--- config.mk ---
export PLATFORM = sky130hd
export DESIGN_NAME = fdl_src_mux
export DESIGN_NICKNAME = d
export VERILOG_FILES = /design/src/rtl/fdl_mux_pkg.sv /design/src/rtl/fdl_sel_latch.sv /design/src/rtl/fdl_bom_gen.sv /design/src/rtl/fdl_src_mux.sv
export SDC_FILE = /design/constraint.sdc
export NUM_CORES = 1
export LEC_CHECK = 0
export ABC_AREA = 1
export CORE_ASPECT_RATIO = 1.1
export CORE_MARGIN = 4
export CORE_UTILIZATION = 39
export CTS_CLUSTER_DIAMETER = 80
export CTS_CLUSTER_SIZE = 12
export DETAILED_ROUTE_END_ITERATION = 7
export DONT_BUFFER_PORTS = 1
export HOLD_SLACK_MARGIN = 0.1
export SYNTH_ARGS = -nofsm -noshare
export SYNTH_HDL_FRONTEND = slang
export SYNTH_SLANG_ARGS = --single-unit
--- constraint.sdc ---
create_clock -name clk -period 1.6 [get_ports clk]
set_input_delay 0.32 -clock clk [delete_from_list [all_inputs] [get_ports clk]]
set_output_delay 0.32 -clock clk [all_outputs]
set_load 0.02 [all_outputs]
--- src/rtl/fdl_mux_pkg.sv ---
package fdl_mux_pkg;
  localparam int FRAME_W    = 5;
  localparam int ESF_FRAMES = 24;
  localparam int D4_FRAMES  = 12;

  typedef enum logic [1:0] {
    SRC_ONES = 2'd0,
    SRC_EXT  = 2'd1,
    SRC_HDLC = 2'd2,
    SRC_BOM  = 2'd3
  } fdl_src_e;

  // ESF: even index (odd frame number); D4: odd index (even frame number)
  function automatic logic is_dl_slot(input logic esf, input logic [FRAME_W-1:0] idx);
    if (esf) return (idx < FRAME_W'(ESF_FRAMES)) && !idx[0];
    else     return (idx < FRAME_W'(D4_FRAMES)) && idx[0];
  endfunction

  function automatic fdl_src_e pick_src(input logic esf, input logic bom_en,
                                        input logic hdlc_en, input logic payload,
                                        input logic ext_en);
    if (esf && bom_en)                  return SRC_BOM;
    else if (esf && hdlc_en && !payload) return SRC_HDLC;
    else if (ext_en)                    return SRC_EXT;
    else                                return SRC_ONES;
  endfunction
endpackage

--- src/rtl/fdl_sel_latch.sv ---
module fdl_sel_latch
  import fdl_mux_pkg::*;
(
  input  logic     clk,
  input  logic     rst_n,
  input  logic     sf_start,
  input  logic     esf_in,
  input  logic     bom_en,
  input  logic     hdlc_en,
  input  logic     hdlc_payload,
  input  logic     ext_en,
  output logic     eff_esf,
  output fdl_src_e eff_src
);
  logic     esf_q;
  fdl_src_e src_q;
  fdl_src_e src_new;

  always_comb src_new = pick_src(esf_in, bom_en, hdlc_en, hdlc_payload, ext_en);

  always_ff @(posedge clk or negedge rst_n) begin
    if (!rst_n) begin
      esf_q <= 1'b1;
      src_q <= SRC_ONES;
    end else if (sf_start) begin
      esf_q <= esf_in;
      src_q <= src_new;
    end
  end

  // The boundary slot already uses the fresh selection
  always_comb begin
    eff_esf = sf_start ? esf_in  : esf_q;
    eff_src = sf_start ? src_new : src_q;
  end
endmodule

--- src/rtl/fdl_bom_gen.sv ---
module fdl_bom_gen #(
  parameter int MSG_W    = 8,
  parameter int ONES_LEN = 8
) (
  input  logic             clk,
  input  logic             rst_n,
  input  logic             sel,
  input  logic             advance,
  input  logic [MSG_W-1:0] word,
  output logic             pat_bit
);
  localparam int PAT_LEN = ONES_LEN + MSG_W;
  localparam int POS_W   = $clog2(PAT_LEN);

  logic [POS_W-1:0] pos;
  logic [MSG_W-1:0] word_q;
  logic [MSG_W-1:0] shifted;
  logic             pat_start;

  assign pat_start = advance && (pos == '0);

  always_ff @(posedge clk or negedge rst_n) begin
    if (!rst_n) begin
      pos    <= '0;
      word_q <= '0;
    end else if (!sel) begin
      pos <= '0;
    end else if (advance) begin
      if (pat_start) word_q <= word;
      pos <= (pos == POS_W'(PAT_LEN - 1)) ? '0 : pos + 1'b1;
    end
  end

  always_comb begin
    shifted = word_q << (pos - POS_W'(ONES_LEN));
    pat_bit = (pos < POS_W'(ONES_LEN)) ? 1'b1 : shifted[MSG_W-1];
  end


  word_capture_chk: assert property (@(posedge clk) disable iff (!rst_n)
    (sel && pat_start) |=> (word_q == $past(word)));
endmodule

--- src/rtl/fdl_src_mux.sv ---
module fdl_src_mux
  import fdl_mux_pkg::*;
#(
  parameter int          MSG_W     = 8,
  parameter int          ONES_LEN  = 8,
  parameter logic [MSG_W-1:0] IDLE_CODE = 8'h7E
) (
  input  logic               clk,
  input  logic               rst_n,
  input  logic               fbit_strobe,
  input  logic [FRAME_W-1:0] frame_idx,
  input  logic               esf_mode,
  input  logic               bom_en,
  input  logic [MSG_W-1:0]   bom_word,
  input  logic               hdlc_en,
  input  logic               hdlc_payload_sel,
  input  logic               ext_en,
  input  logic               ext_din,
  input  logic               hdlc_txd,
  input  logic               dl_gap_mode,
  output logic               dl_bit,
  output logic               dl_valid,
  output logic               dl_clk,
  output logic               ext_take,
  output logic               hdlc_take,
  output logic               idle_warn
);
  logic     sf_start;
  logic     eff_esf;
  fdl_src_e eff_src;
  logic     slot;
  logic     bom_sel;
  logic     bom_bit;
  logic     next_bit;

  assign sf_start = fbit_strobe && (frame_idx == '0);

  fdl_sel_latch u_sel (
    .clk          (clk),
    .rst_n        (rst_n),
    .sf_start     (sf_start),
    .esf_in       (esf_mode),
    .bom_en       (bom_en),
    .hdlc_en      (hdlc_en),
    .hdlc_payload (hdlc_payload_sel),
    .ext_en       (ext_en),
    .eff_esf      (eff_esf),
    .eff_src      (eff_src)
  );

  assign slot    = fbit_strobe && is_dl_slot(eff_esf, frame_idx);
  assign bom_sel = (eff_src == SRC_BOM);

  fdl_bom_gen #(.MSG_W(MSG_W), .ONES_LEN(ONES_LEN)) u_bom (
    .clk     (clk),
    .rst_n   (rst_n),
    .sel     (bom_sel),
    .advance (slot && bom_sel),
    .word    (bom_word),
    .pat_bit (bom_bit)
  );

  assign ext_take  = slot && (eff_src == SRC_EXT);
  assign hdlc_take = slot && (eff_src == SRC_HDLC);

  always_comb begin
    unique case (eff_src)
      SRC_BOM:  next_bit = bom_bit;
      SRC_HDLC: next_bit = hdlc_txd;
      SRC_EXT:  next_bit = ext_din;
      default:  next_bit = 1'b1;
    endcase
  end

  always_ff @(posedge clk or negedge rst_n) begin
    if (!rst_n) begin
      dl_valid <= 1'b0;
      dl_bit   <= 1'b1;
    end else begin
      dl_valid <= slot;
      dl_bit   <= slot ? next_bit : 1'b1;
    end
  end

  assign dl_clk    = dl_gap_mode ? dl_valid : !dl_valid;
  assign idle_warn = (bom_word == IDLE_CODE);


  valid_needs_strobe_chk: assert property (@(posedge clk) disable iff (!rst_n)
    dl_valid |-> $past(fbit_strobe));

  takes_exclusive_chk: assert property (@(posedge clk) disable iff (!rst_n)
    !(ext_take && hdlc_take));

  hdlc_bit_chk: assert property (@(posedge clk) disable iff (!rst_n)
    (rst_n && hdlc_take) |=> (dl_valid && dl_bit == $past(hdlc_txd)));

  ext_bit_chk: assert property (@(posedge clk) disable iff (!rst_n)
    (rst_n && ext_take) |=> (dl_valid && dl_bit == $past(ext_din)));

  d4_no_hdlc_chk: assert property (@(posedge clk) disable iff (!rst_n)
    !eff_esf |-> !hdlc_take);
endmodule

Word level (Yosys, flattened, before mapping):

Cells that the tools add are included.
Widths: inputs -> output; s select.

* muxes and demuxes: 13
* $add $sub $neg: 2
* order comparisons: 3
* reductions and logical operators: 17
* shift operators: 1
* eq/ne operators: 6

Operators with widths (count)
* $mux 4: 3
* $logic_and 1x1->1: 11
* $eq 8x7->1 const B: 1
* $shl 8x4->8: 1
* $mux 1: 6
* $mux 2: 3
* $logic_not 5->1: 1
* $lt 5x4->1 const B: 1
* $lt 5x5->1 const B: 1
* $add 4x1->4 const B: 1
* $eq 2x2->1 const B: 2
* $eq 4x4->1 const B: 1
* $logic_not 4->1: 1
* $lt 4x4->1 const B: 1
* $sub 4x4->4 const B: 1
* $logic_not 1->1: 3
* $pmux 1 s3: 1
* $reduce_and 3->1: 1
* $eq 2x1->1 const B: 1
* $ne 2x1->1 const B: 1

* logic and storage cells: 48
* output and inout bits: 6
* input bits: 24
* bits in registers: 17

Logic depth before layout (Yosys ltp):

* word-level depth: 9
* gate-level depth with buffers: 11
* mapped depth without buffers: 11

By module:

A second synthesis with hierarchy kept.

* cells, all modules: 138
* area total of the unflattened synthesis: 1081.0 um^2

By module, submodules not included
* fdl_bom_gen: times used 1, sequential area each 300.3 um^2, cells each 80, area an instance 671.9 um^2
* fdl_src_mux: times used 1, sequential area each 51.3 um^2, cells each 46, area an instance 264.0 um^2
* fdl_sel_latch: times used 1, sequential area each 76.3 um^2, cells each 12, area an instance 145.1 um^2

Worst setup path before layout:

Ideal clock, no wire load.

* path kind: input to output
* from: input port frame_idx[0]
* to: output port ext_take
* buffers on the path: 0
* cell stages on the path: 7
* required time: 1.280 ns
* slack: -0.168 ns
* arrival: 1.448 ns
* cells stage by stage: nor2_2 -> nand2_2 -> nor2_4 -> nand2_2 -> nand3_1 -> nand3_1 -> nor3_1

* longest elaborated chain between the ends: 6
* elaborated cells between the ends (all ways): 13
* those cells by class: order compare (2); eq/ne (1); mux (3); reduce/logical (7)

RTL lines
* start, declared: line fdl_src_mux.sv:11 `input logic [FRAME_W-1:0] frame_idx,`
* branches (longest 5 deep; another with $lt 5x4->1)
* $logic_and 1x1->1 *: line fdl_src_mux.sv:63 `assign ext_take = slot && (eff_src == SRC_EXT);`
* end, declared: line fdl_src_mux.sv:24 `output logic ext_take,`

Every way passes the cells marked *.

Final worst setup path:

* from: register u_sel.esf_q
* to: output port ext_take

* longest elaborated chain between the ends: 4

RTL lines
* start, declared: line fdl_sel_latch.sv:15 `logic esf_q;`
* start signal, assigned: line fdl_sel_latch.sv:26 `esf_q <= esf_in;`
* $mux 1: line fdl_sel_latch.sv:33 `eff_esf = sf_start ? esf_in : esf_q;`
* $mux 1: line fdl_mux_pkg.sv:15 `if (esf) return (idx < FRAME_W'(ESF_FRAMES)) && !idx[0];`
* $logic_and 1x1->1: line fdl_src_mux.sv:51 `assign slot = fbit_strobe && is_dl_slot(eff_esf, frame_idx);`
* $logic_and 1x1->1: line fdl_src_mux.sv:63

Every way passes these cells.

==> run metrics <==
vias in the first global route=1063; Finished Layout Cells=198; RePlAce Congestion=0.828; sequential area share after synthesis=38.0%; Setup Crit Path Kind=flop to output pin; Core ar.=2780 um^2; GRT overflow=0; crit share post-route=105%; RSZ-0062 raised after global routing=true; # IOs=30; drt drc=0; clock tree buffer depth=2; Post-Syn Nets=176; Die W=59.2 um; placed cell areas=1240 um^2; endpoints failing setup=2; initial antenna violation count=0; total area of sequential cells=428 um^2; failing checks=setup timing; Leakage=0.000700 uW; first-pass GRT wire length=4260 um; final hold vios=0; Avg Cell Area, Syn=7.50 um^2; status=complete, but fails checks; DIE AREA=3810 um^2; via count=1034; WL final=2540 um; f_max=595 MHz; min Tclk post-route=1.68 ns; post-synth cell types=27; layout cells sized above 1=26.1%; Die Y=64.3 um; via-per-instance ratio=5.22; yosys warns=0; clk_skew=0.00783 ns; post-synthesis register bit count=17; Buffers on Ports=0; worst-margin pin slew=0.780 ns; Final Slew Violations=0; num rows=20; post-route design area=1340 um^2; Root Buffer=clkbuf_4; post-synthesis instance area=1120 um^2; starting density of the core=40.5%; Max-Cap Viols=0; Worst setup SP type=flop; DP Wirelength=1970 um; Hold WS=0.156 ns; H-Tree Depth=1; area of the multi-input gates=664 um^2; 1st-pass router iterations=4; initial DRC count=28; setup ws final=-0.0814 ns; CTS Sinks=17; Layout Nets=192; PD cells=835 nW/um^2; clk_lat worst skew=0.29 ns; Final ANT Viol Nets=0; clock tree from TritonCTS=done; largest net degree at the start of global routing=18; CP Capture Type=output pin; cts bufs inserted=3; critical path data required time=1.28 ns; Rel. slew slack=47.8%; Area Overhead vs Synth=18.7%; hold crit path type=input pin to flop; GRT Total Usage=14.6%; worst path arrival time=1.36 ns; largest fanout on the critical path=3; Fillers=274; clock slew at reported path FFs=0.10 ns; worst ir drop on vdd=0.000461 V; Routed wire per std cell=12.8 um; antenna diode count=0; post-synthesis cell count=150; placed cell count=191
synthesized netlist by cell type:
master	number	area share [%]
nand2_1	48	16
xnor2_1	1	0.78
a21o_1	1	0.67
nor4b_1	1	0.78
nor3_1	2	0.89
o211ai_1	3	2.0
clkbuf_1	1	0.33
nand4_1	4	2.2
nor2_4	3	3.0
o21ai_0	3	1.3
dfrtp_1	15	33
xor2_1	1	0.78
nand2_2	3	1.7
nand2_4	4	4.0
dfstp_2	2	4.7
inv_2	3	1.0
inv_1	14	4.7
o31ai_1	1	0.67
nand3_1	23	10
a21oi_1	2	0.89
nor2_8	1	1.8
buf_2	1	0.44
nor2_2	3	1.7
ha_1	2	2.2
nor2_1	6	2.0
nand3_2	1	0.89
buf_6	1	1.0
critical path, cell delays in order (launching register included):
cell and delay (ns):
dfstp_2 0.55, inv_1 0.05, nand2_2 0.08, nand3_2 0.09, nand3_4 0.11, nor3_2 0.04, buf_4 0.16
layout make-up:
type | count | share of cell area (%)
Multi-Input combinational cell | 113 | 49.8
Sequential cell | 17 | 32.1
Clock buffer | 4 | 1.97
Timing Repair Buffer | 14 | 8.34
Tap cell | 33 | 3.09
Inverter | 17 | 4.78
what timing repair did:
action | in CTS | in global routing
gates resized for setup | 5 | 6
setup endpoints to repair | 2 | 2
hold buffers | 1 | 0
setup buffers | 0 | 2
hold endpoints to repair | 17 | 0
pin swaps | 3 | 3
per-layer routing:
| layer | track usage (%) | vias to the layer above | share of wire [%] |
|---|---|---|---|
| met5 | 0 | - | 0 |
| met4 | 7.08 | 0 | 1.7 |
| met3 | 4.04 | 5 | 6.4 |
| met2 | 27.2 | 30 | 57 |
| met1 | 14.0 | 485 | 35 |
| li1 | - | 514 | - |
cell usage in the layout (no fill, tap or decap), types with 2 or more instances in the layout:
| master | n |
|---|---|
| a21oi_1 | 2 |
| buf_4 | 12 |
| clkbuf_4 | 3 |
| dfrtp_1 | 15 |
| dfstp_2 | 2 |
| ha_1 | 2 |
| inv_1 | 14 |
| inv_2 | 3 |
| nand2_1 | 46 |
| nand2_2 | 5 |
| nand2_4 | 4 |
| nand3_1 | 20 |
| nand3_2 | 2 |
| nand3_4 | 2 |
| nand4_1 | 4 |
| nor2_1 | 6 |
| nor2_2 | 3 |
| nor2_4 | 3 |
| o211ai_1 | 3 |
| o21ai_1 | 2 |
registers in the layout, summed over array words and instances (netlist names):
name	count
u_sel.esf_q	1
u_bom.word_q	8
dl_valid	1
u_bom.pos	4
dl_bit	1
u_sel.src_q	2
worst paths after layout:
check / end / slack, ns / start / cells after the start
worst max-delay path: ext_take / -0.08 / u_sel.esf_q$_DFF_PN1_ / 6
worst min-delay path: u_bom.word_q[3]$_DFFE_PN0P_ / 0.16 / bom_word[3] / 2
worst max register to register: u_bom.word_q[1]$_DFFE_PN0P_ / 0.17 / u_bom.pos[0]$_DFFE_PN0P_ / 7
worst min register to register: u_bom.word_q[2]$_DFFE_PN0P_ / 0.48 / u_bom.word_q[2]$_DFFE_PN0P_ / 2
max in group asynchronous: u_bom.word_q[7]$_DFFE_PN0P_ / 0.57 / rst_n / 1
min in group asynchronous: u_sel.src_q[0]$_DFF_PN0_ / 0.54 / rst_n / 1
power by group:
| part | switching, uW | internal, uW | total [uW] | leakage (uW) |
|---|---|---|---|---|
| clock network | 129 | 97.0 | 226 | 0.0000150 |
| registers | 43.8 | 499 | 543 | 0.000225 |
| logic | 207 | 139 | 346 | 0.000460 |
per-stage QoR:
stage	worst slack [ns]	util, %	total power (uW)	setup TNS, ns
finish	-0.0814	48.1	1120	-0.137
global route	-0.154	48.1	1190	-0.291
CTS	-0.134	46.8	1100	-0.244
detailed placement	-0.0181	44.6	849	-0.0181
global placement	0.0716	44.6	838	0
floorplan	-0.0246	-	771	-0.0493
cells by family after synthesis:
logic type,share of synthesized area (%)
AND/OR/NAND/NOR,45.2
buffers and inverters,7.45
flip-flops,38.0
AO/OA/AOI/OAI,5.56
XOR/XNOR,1.56
adder cells (fa/ha/maj),2.22
Power figures use the tool's default switching activity.
